$ cat config.mk
export PLATFORM = sky130hd
export DESIGN_NAME = eth_pad_fcs
export DESIGN_NICKNAME = d
export VERILOG_FILES = /design/src/rtl/eth_fcs_pkg.sv /design/src/rtl/eth_tx_framer.sv /design/src/rtl/eth_rx_fcs_strip.sv /design/src/rtl/eth_pad_fcs.sv
export SDC_FILE = /design/constraint.sdc
export NUM_CORES = 1
export LEC_CHECK = 0
export ABC_AREA = 1
export BUFFER_PORTS_ARGS = -buffer_cell sky130_fd_sc_hd__buf_2
export CORE_UTILIZATION = 60
export DETAILED_ROUTE_END_ITERATION = 16
export PLACE_DENSITY = 0.78
export SYNTH_ARGS = -nofsm -noshare
export SYNTH_HDL_FRONTEND = slang
export SYNTH_SLANG_ARGS = --single-unit
export TNS_END_PERCENT = 1
$ cat constraint.sdc
create_clock -name clk -period 2.98 [get_ports clk]
set_input_delay 0.596 -clock clk [delete_from_list [all_inputs] [get_ports clk]]
set_output_delay 0.596 -clock clk [all_outputs]
set_load 0.005 [all_outputs]
$ cat src/rtl/eth_fcs_pkg.sv
package eth_fcs_pkg;

  localparam logic [7:0]  PRE_BYTE      = 8'h55;
  localparam logic [7:0]  SFD_BYTE      = 8'hD5;
  localparam logic [31:0] CRC_SEED      = 32'hFFFF_FFFF;
  localparam logic [31:0] CRC_POLY_REFL = 32'hEDB8_8320;
  localparam int          FCS_BYTES     = 4;

  typedef enum logic [2:0] {
    TX_IDLE, TX_PRE, TX_DATA, TX_PAD, TX_FCS, TX_GAP
  } tx_state_t;

  typedef enum logic {
    RX_HUNT, RX_BODY
  } rx_state_t;

  // One byte of the reflected CRC-32, LSB of the byte first.
  function automatic logic [31:0] crc32_step(input logic [31:0] c, input logic [7:0] b);
    logic [31:0] r;
    r = c ^ {24'd0, b};
    for (int k = 0; k < 8; k++) begin
      r = r[0] ? ((r >> 1) ^ CRC_POLY_REFL) : (r >> 1);
    end
    return r;
  endfunction

  // Byte idx (0 = least significant) of the complemented CRC register.
  function automatic logic [7:0] fcs_byte(input logic [31:0] c, input logic [1:0] idx);
    logic [31:0] f;
    f = (~c) >> {idx, 3'b000};
    return f[7:0];
  endfunction

endpackage

$ cat src/rtl/eth_tx_framer.sv
module eth_tx_framer
  import eth_fcs_pkg::*;
#(
  parameter int PRE_BYTES = 7,
  parameter int MIN_DATA  = 60,
  parameter int MAX_FRAME = 1514,
  parameter int IFG_BYTES = 12
) (
  input  logic       clk,
  input  logic       rst_n,
  input  logic [7:0] s_tdata,
  input  logic       s_tvalid,
  input  logic       s_tlast,
  output logic       s_tready,
  output logic [7:0] txd,
  output logic       tx_en
);

  localparam int CW = $clog2(MAX_FRAME + IFG_BYTES + PRE_BYTES + 2);
  localparam logic [CW-1:0] PRE_LAST = CW'(PRE_BYTES);
  localparam logic [CW-1:0] MIN_LEN  = CW'(MIN_DATA);
  localparam logic [CW-1:0] GAP_LAST = CW'(IFG_BYTES - 1);
  localparam logic [CW-1:0] IFG_SAT  = CW'(IFG_BYTES);

  tx_state_t     state;
  logic [CW-1:0] cnt;
  logic [31:0]   crc;
  logic [1:0]    fidx;

  // Named events for the assertions
  logic          byte_take;
  logic [CW-1:0] cnt_next;
  logic          fcs_first;
  logic [CW-1:0] idle_run;

  assign s_tready  = (state == TX_DATA);
  assign byte_take = s_tvalid && s_tready;
  assign cnt_next  = cnt + 1'b1;
  assign fcs_first = (state == TX_FCS) && (fidx == 2'd0);

  always_ff @(posedge clk) begin
    if (!rst_n) begin
      state <= TX_IDLE;
      cnt   <= '0;
      crc   <= CRC_SEED;
      fidx  <= '0;
      txd   <= '0;
      tx_en <= 1'b0;
    end else begin
      case (state)
        TX_IDLE: begin
          tx_en <= 1'b0;
          txd   <= '0;
          if (s_tvalid) begin
            state <= TX_PRE;
            cnt   <= '0;
          end
        end
        TX_PRE: begin
          tx_en <= 1'b1;
          txd   <= (cnt == PRE_LAST) ? SFD_BYTE : PRE_BYTE;
          if (cnt == PRE_LAST) begin
            state <= TX_DATA;
            cnt   <= '0;
            crc   <= CRC_SEED;
          end else begin
            cnt <= cnt_next;
          end
        end
        TX_DATA: begin
          if (byte_take) begin
            tx_en <= 1'b1;
            txd   <= s_tdata;
            crc   <= crc32_step(crc, s_tdata);
            cnt   <= cnt_next;
            if (s_tlast) begin
              fidx <= '0;
              state <= (cnt_next < MIN_LEN) ? TX_PAD : TX_FCS;
            end
          end else begin
            tx_en <= 1'b0;
          end
        end
        TX_PAD: begin
          tx_en <= 1'b1;
          txd   <= 8'h00;
          crc   <= crc32_step(crc, 8'h00);
          cnt   <= cnt_next;
          if (cnt_next == MIN_LEN) begin
            state <= TX_FCS;
            fidx  <= '0;
          end
        end
        TX_FCS: begin
          tx_en <= 1'b1;
          txd   <= fcs_byte(crc, fidx);
          fidx  <= fidx + 2'd1;
          if (fidx == 2'd3) begin
            state <= TX_GAP;
            cnt   <= '0;
          end
        end
        default: begin
          tx_en <= 1'b0;
          txd   <= '0;
          cnt   <= cnt_next;
          if (cnt == GAP_LAST) state <= TX_IDLE;
        end
      endcase
    end
  end

  // Length of the idle run on the line, saturating at the gap size
  always_ff @(posedge clk) begin
    if (!rst_n) begin
      idle_run <= IFG_SAT;
    end else if (tx_en) begin
      idle_run <= '0;
    end else if (idle_run < IFG_SAT) begin
      idle_run <= idle_run + 1'b1;
    end
  end


  preamble_start_chk: assert property (@(posedge clk) disable iff (!rst_n)
    $rose(tx_en) |-> (txd == PRE_BYTE));


  ifg_min_chk: assert property (@(posedge clk) disable iff (!rst_n)
    $rose(tx_en) |-> (idle_run >= IFG_SAT));


  pad_min_chk: assert property (@(posedge clk) disable iff (!rst_n)
    fcs_first |-> (cnt >= MIN_LEN));


  tx_underrun_chk: assert property (@(posedge clk) disable iff (!rst_n)
    s_tready |-> s_tvalid);

endmodule

$ cat src/rtl/eth_rx_fcs_strip.sv
module eth_rx_fcs_strip
  import eth_fcs_pkg::*;
(
  input  logic       clk,
  input  logic       rst_n,
  input  logic [7:0] rxd,
  input  logic       rx_dv,
  output logic [7:0] m_tdata,
  output logic       m_tvalid,
  output logic       m_tlast,
  output logic       m_tuser
);

  localparam int DEPTH = FCS_BYTES + 1;
  localparam int FW    = $clog2(DEPTH + 1);
  localparam logic [FW-1:0] FULL = FW'(DEPTH);

  rx_state_t   state;
  logic [7:0]  sh [DEPTH];
  logic [FW-1:0] fill;
  logic [31:0] crc;

  // Named events for the assertions
  logic [31:0] crc_last;
  logic [31:0] fcs_rx;
  logic        fcs_bad;
  logic        emit;

  assign crc_last = crc32_step(crc, sh[DEPTH-1]);
  assign fcs_bad  = (~crc_last) != fcs_rx;
  assign emit     = (state == RX_BODY) && (fill == FULL);

  // Oldest held checksum byte is the least significant one
  always_comb begin
    fcs_rx = '0;
    for (int k = 0; k < FCS_BYTES; k++) begin
      fcs_rx[8*k +: 8] = sh[FCS_BYTES-1-k];
    end
  end

  always_ff @(posedge clk) begin
    if (!rst_n) begin
      state    <= RX_HUNT;
      fill     <= '0;
      crc      <= CRC_SEED;
      m_tdata  <= '0;
      m_tvalid <= 1'b0;
      m_tlast  <= 1'b0;
      m_tuser  <= 1'b0;
      for (int k = 0; k < DEPTH; k++) sh[k] <= '0;
    end else begin
      m_tvalid <= 1'b0;
      m_tlast  <= 1'b0;
      m_tuser  <= 1'b0;
      if (state == RX_HUNT) begin
        if (rx_dv && rxd == SFD_BYTE) begin
          state <= RX_BODY;
          fill  <= '0;
          crc   <= CRC_SEED;
        end
      end else if (rx_dv) begin
        sh[0] <= rxd;
        for (int k = 1; k < DEPTH; k++) sh[k] <= sh[k-1];
        if (emit) begin
          m_tvalid <= 1'b1;
          m_tdata  <= sh[DEPTH-1];
          crc      <= crc_last;
        end else begin
          fill <= fill + 1'b1;
        end
      end else begin
        state <= RX_HUNT;
        if (emit) begin
          m_tvalid <= 1'b1;
          m_tdata  <= sh[DEPTH-1];
          m_tlast  <= 1'b1;
          m_tuser  <= fcs_bad;
        end
      end
    end
  end


  tuser_on_last_chk: assert property (@(posedge clk) disable iff (!rst_n)
    m_tuser |-> (m_tvalid && m_tlast));


  last_gap_chk: assert property (@(posedge clk) disable iff (!rst_n)
    m_tlast |=> !m_tvalid);


  body_only_chk: assert property (@(posedge clk) disable iff (!rst_n)
    m_tvalid |-> $past(state == RX_BODY));

endmodule

$ cat src/rtl/eth_pad_fcs.sv
module eth_pad_fcs #(
  parameter int PRE_BYTES = 7,
  parameter int MIN_DATA  = 60,
  parameter int MAX_FRAME = 1514,
  parameter int IFG_BYTES = 12
) (
  input  logic       clk,
  input  logic       rst_n,
  input  logic [7:0] s_tdata,
  input  logic       s_tvalid,
  input  logic       s_tlast,
  output logic       s_tready,
  output logic [7:0] gmii_txd,
  output logic       gmii_tx_en,
  input  logic [7:0] gmii_rxd,
  input  logic       gmii_rx_dv,
  output logic [7:0] m_tdata,
  output logic       m_tvalid,
  output logic       m_tlast,
  output logic       m_tuser
);

  eth_tx_framer #(
    .PRE_BYTES(PRE_BYTES),
    .MIN_DATA (MIN_DATA),
    .MAX_FRAME(MAX_FRAME),
    .IFG_BYTES(IFG_BYTES)
  ) u_tx (
    .clk     (clk),
    .rst_n   (rst_n),
    .s_tdata (s_tdata),
    .s_tvalid(s_tvalid),
    .s_tlast (s_tlast),
    .s_tready(s_tready),
    .txd     (gmii_txd),
    .tx_en   (gmii_tx_en)
  );

  eth_rx_fcs_strip u_rx (
    .clk     (clk),
    .rst_n   (rst_n),
    .rxd     (gmii_rxd),
    .rx_dv   (gmii_rx_dv),
    .m_tdata (m_tdata),
    .m_tvalid(m_tvalid),
    .m_tlast (m_tlast),
    .m_tuser (m_tuser)
  );


  reset_quiet_chk: assert property (@(posedge clk)
    $past(!rst_n) |-> (!gmii_tx_en && !s_tready && !m_tvalid));

endmodule

# After elaboration in Yosys (flattened, before gate mapping)
# Memory sizes are Yosys's and may differ from the RTL's.
# Index checks and enable logic that the tools add are counted.
# totals
register_bits	104
mem_bits_rw	40
memories	1
# memory_table
name	depth	word_bits	read_ports	rd_clocked_by_memory_dff	write_ports	line_no	text
u_rx.sh	5	8	5	0	5	eth_rx_fcs_strip.sv:19	logic [7:0] sh [DEPTH];
# classes
n_addsub	3
n_lt_le_gt_ge	1
eq_ne	20
n_shift	1
muxes	71
bitwise	36
n_reduce_logical	19
# ops
op	n
two-way mux 32 bit	30
inverter 13 -> 14 bit	24
one-hot mux 32 bit (3 select lines)	1
inverter 32 bit	2
XOR 32 x 8 -> 32 bit	2
two-way mux 8 bit	7
two-way mux 11 bit	4
one-hot mux 11 bit (4 select lines)	1
two-way mux 3 bit	12
inequality test 32 bit	1
>> shifter 32 x 5 -> 8 bit	1
one-hot mux 8 bit (3 select lines)	1
one-hot mux 3 bit (5 select lines)	1
inequality test 2 bit, second input constant	7
AND reduction 3 bit	4
adder 11 x 1 -> 11 bit, second input constant	1
equality test 11 x 3 -> 1 bit, second input constant	1
equality test 11 x 4 -> 1 bit, second input constant	1
equality test 11 x 6 -> 1 bit, second input constant	1
< comparator 11 x 6 -> 1 bit, second input constant	1
two-way mux 1 bit	9
equality test 8 bit, second input constant	1
AND reduction 7 bit	1
equality test 3 x 2 -> 1 bit, second input constant	2
20 further kinds	35

# Depth between registers and ports, before layout
# logic_depth
word_depth	20
mapped_depth	19
ltp_nobuf	18

# Hierarchy
# From an unflattened synthesis, not the netlist that was laid out.
# unflattened
cells_unflattened	1617
hier_area_um2	10412.5
# modules_own_cells
mod	instances	cells_each	area_per_inst_um2	seq_area_each_um2
eth_rx_fcs_strip	1	777	5273.8	2142.1
eth_tx_framer	1	840	5138.7	1141.1

# Worst setup path after synthesis
# Ideal clock, no wire load.
# synth_timing
path_type	input to register
start	in rst_n
end	mem u_rx.sh[0][0], enable pin
setup_ps	531
arrival_ps	1835
required_time_ps	2449
setup_slack_ps	614
stages	3
n_path_buf	2
path_cell_list	clkbuf_1 clkbuf_1 nand2_1
# synth_rtl
element	line_no	text
start, declared	eth_pad_fcs.sv:8	input logic rst_n,
end, declared	eth_rx_fcs_strip.sv:19	

==> reports/results.tsv <==
stage	metric	value	unit
synth	Unique masters post-synth	47	
critical_path	CP max stage cell	edfxtp_1	
final_layout	FF+latch area	3280	um^2
die	Row Count	46	
synth	mean post-synth cell area	6.57	um^2
final_layout	Syn-to-layout area delta	10.7	%
timing	Clock Skews	8.80	ps
synth	top post-synthesis cells by area	dfxtp_1, nand2_1, edfxtp_1, xor2_1, inv_1	
clocking	root buf cell	clkbuf_16	
die	initial core utilization	62.4	%
final_layout	multi-input logic area	5840	um^2
synth	post-synth net total	1555	
global_route	grt ovf	0	
routing	detail-routed via count per cell	5.73	
routing	WL/cell	17.5	um
synth	Seq/Total Area, Yosys	32.7	%
status	status	finished, final reports clean	
routing	Total Wirelength	31600	um
power	pwr dens	922	nW/um^2
power	worst vdd ir	0.793	mV
timing	min cycle time layout	2610	ps
synth	Synth Area in Compound Gates	12.2	%
global_route	Tot GR Track Use	37.0	%
critical_path	CP startpoint kind	flop	
placement	GP Congestion	0.959	
synth	largest family of logic cells by synthesized area	simple AND/OR/NAND/NOR gates	
timing	Hold Fails Final Rpt	0	
global_route	vias in the first global route	9367	
global_route	initial antenna violation count	1	
routing	Routed Antenna Nets	0	
placement	number of I/O port buffers	41	
synth	FFs w/ async S/R, synth	0	%
die	chip width	131	um
critical_path	crit-path cells	inv_2, nand2_1, nand2_1, nand2_1, nand2_2, inv_2, nand2_1, nand2_1, nand2_1, nand2_1, nand2_1, nand2_1, nor2_1, nand2_1, nor2_1, nand3_1, nand2_1, inv_1	
routing	initial DRC count	1242	
final_layout	Layout fillers	1432	
critical_path	cell mode on critical path	nand2_1	
synth	Ys Warns	0	
clocking	Post-CTS Resized	0	
clocking	CTS Buf Count	17	
routing	First-pass DRT Iterations	14	
timing	unrepaired setup endpoints after global routing	no	
global_route	largest net degree at the start of global routing	47	
synth	mapped cell area	10100	um^2
placement	DP Cell Count	1767	
placement	DP Wirelength	22800	um
final_layout	Final Non-Filler Cells	1799	
timing	PnR worst setup slack	366	ps
synth	Post-synth EDFFs	40	
hold_path	Hold Path Class	primary input to flop	
clocking	htree depth	4	
synth	Top FF cell, synth	dfxtp_1	
global_route	first-pass GRT wire length	49600	um
synth	#FFs+latches synth	144	
clocking	Post-CTS Setup Bufs	0	
die	Core Region	16100	um^2
critical_path	Worst Path Buf+Inv	3	
die	chip height	131	um
synth	top cell type's share of synthesized area	20.7	%
clocking	CTS tree	done	
clocking	hold_buf cts	0	
die	total die area	17300	um^2
critical_path	data arrival time of the worst path	2950	ps
critical_path	slowest cell delay on critical path	430	ps
critical_path	Max FO, Critical Path	10	
clocking	worst skew pair latency	440	ps
timing	fmax	383	MHz
placement	DP Area	10500	um^2
timing	Slew Limit Fails	0	
timing	Final Cycle Share	87.7	%
critical_path	CP endpoint kind	flop	
timing	Fin Hold WS	429	ps
synth	Synth area leader	dfxtp_1	
synth	mux share of post-synthesis cell area	0	%
timing	setup violators final	0	
die	# IOs	42	
final_layout	Final nets	1595	
critical_path	Crit Path Class	flop to flop	
clocking	Worst-path clk slew	70	ps
routing	# DRC	0	
synth	Post-Synth Simple-Gate Area	33.1	%
critical_path	required time of the critical path	3320	ps
final_layout	share of layout cells above drive strength 1	10.3	%
timing	Worst-Margin Slew	645	ps
clocking	CTS Buffer Depth	2	
routing	vias	10315	
timing	post-route setup TNS	0	ps
synth	Post-Synth Adder-Cell Area	0.498	%
final_layout	cell area after layout	11100	um^2
clocking	clk sinks	144	
synth	Post-Synth XOR/XNOR Area	12.2	%
timing	Slew headroom	56.9	%
placement	Setup WS pre-CTS	493	ps
critical_path	Crit path max-delay family	simple AND/OR/NAND/NOR gates	
synth	Synth Instances	1530	
flow_run	Max-Cap Viols	0	
final_layout	Antenna Cells	0	
power	P_leak	5.53	nW
[power breakdown]
part	switching, W	total [W]	leakage, nW	internal, W
combinational	0.00345	0.00549	3.99	0.00204
sequential	0.000338	0.00262	1.26	0.00228
clock	0.000939	0.00215	0.276	0.00121
total	0.00473	0.0103	5.53	0.00553
[flip-flops by register name (all words and copies together), names as in the netlist, 3 cells and up]
signal        count
u_tx.state        3
u_rx.m_tdata      8
u_rx.fill         3
u_tx.cnt         11
u_tx.txd          8
u_rx.sh          40
u_tx.crc         32
u_rx.crc         32
[final cells by class]
type,count,share of cell area (%)
timing repair buffer,77,4.38
multi-input combinational,1153,52.5
sequential,144,29.5
clock inverter,12,1.12
inverter,177,5.97
tap,216,2.43
clock buffer,20,4.10
[synthesized netlist by cell type, types with 2 or more instances]
cell type,number
buf_6,4
dfxtp_1,104
xor2_1,73
xnor2_4,4
o21ai_0,91
buf_1,5
buf_4,3
o31ai_1,2
xnor2_2,4
clkbuf_1,34
xnor2_1,30
buf_2,9
xor2_2,4
a21oi_1,84
or2_1,2
nor4_1,3
nor3_1,9
nand2_8,2
nand3_1,117
or2_0,2
o21ai_1,2
nor2_1,116
o311ai_0,2
nand2_4,3
nand2_1,521
clkinv_1,3
ha_1,4
o211ai_1,14
inv_2,8
o22ai_1,25
nand2_2,11
inv_1,166
edfxtp_1,40
and3_1,2
or2_2,13
xor2_4,3
[final timing paths]
path                       start           end  slack (ps)  cells past startpoint
setup reg to reg  u_rx.sh[0][33]  u_rx.m_tuser         370                     18
setup / recovery  u_rx.sh[0][33]  u_rx.m_tuser         370                     18
hold / removal        gmii_rx_dv  u_rx.m_tlast         430                      2
hold reg to reg      u_tx.txd[6]   u_tx.txd[6]         470                      2
[metal layers]
metal  up-vias  track usage [%]  wire length, um
met5         -                0               13
li1       4949                -                -
met4         2             10.9              727
met3        84             10.3             3720
met2       565             54.5            13400
met1      4715             52.6            13700
[cells in the final DEF, fill, tap and decap left out, types with 3 or more instances in the layout]
cell type / netlist / final
xnor2_4: 4 / 4
or2_2: 13 / 13
inv_6: 0 / 4
nor3_1: 9 / 9
xor2_1: 73 / 73
o211ai_1: 14 / 14
ha_1: 4 / 4
edfxtp_1: 40 / 40
inv_1: 166 / 166
xor2_2: 4 / 4
xnor2_2: 4 / 4
a21oi_1: 84 / 84
o21ai_0: 91 / 91
clkinv_4: 0 / 3
dfxtp_1: 104 / 104
clkinv_1: 3 / 3
nand2_1: 521 / 520
nor4_1: 3 / 3
buf_2: 9 / 41
buf_4: 3 / 35
xnor2_1: 30 / 30
clkbuf_16: 0 / 17
o22ai_1: 25 / 25
inv_2: 8 / 8
clkinvlp_4: 0 / 3
nand3_1: 117 / 117
xor2_4: 3 / 3
nand2_4: 3 / 3
nand2_2: 11 / 12
nor2_1: 116 / 116
[cell families after synthesis]
group | Yosys count
and+or+nand+nor | 805
xor gates and xnor gates | 118
buffers and inverters | 233
DFF | 144
adders and majority gates | 4
AOI/OAI and AO/OA | 226
[metrics by stage]
stage                     power (W)  util, %
after floorplan             0.00668        -
after global placement      0.00791     65.5
after detailed placement    0.00798     65.5
after CTS                    0.0101     69.1
after global routing         0.0109     69.1
final                        0.0103     69.1
Power figures use the tool's default switching activity.
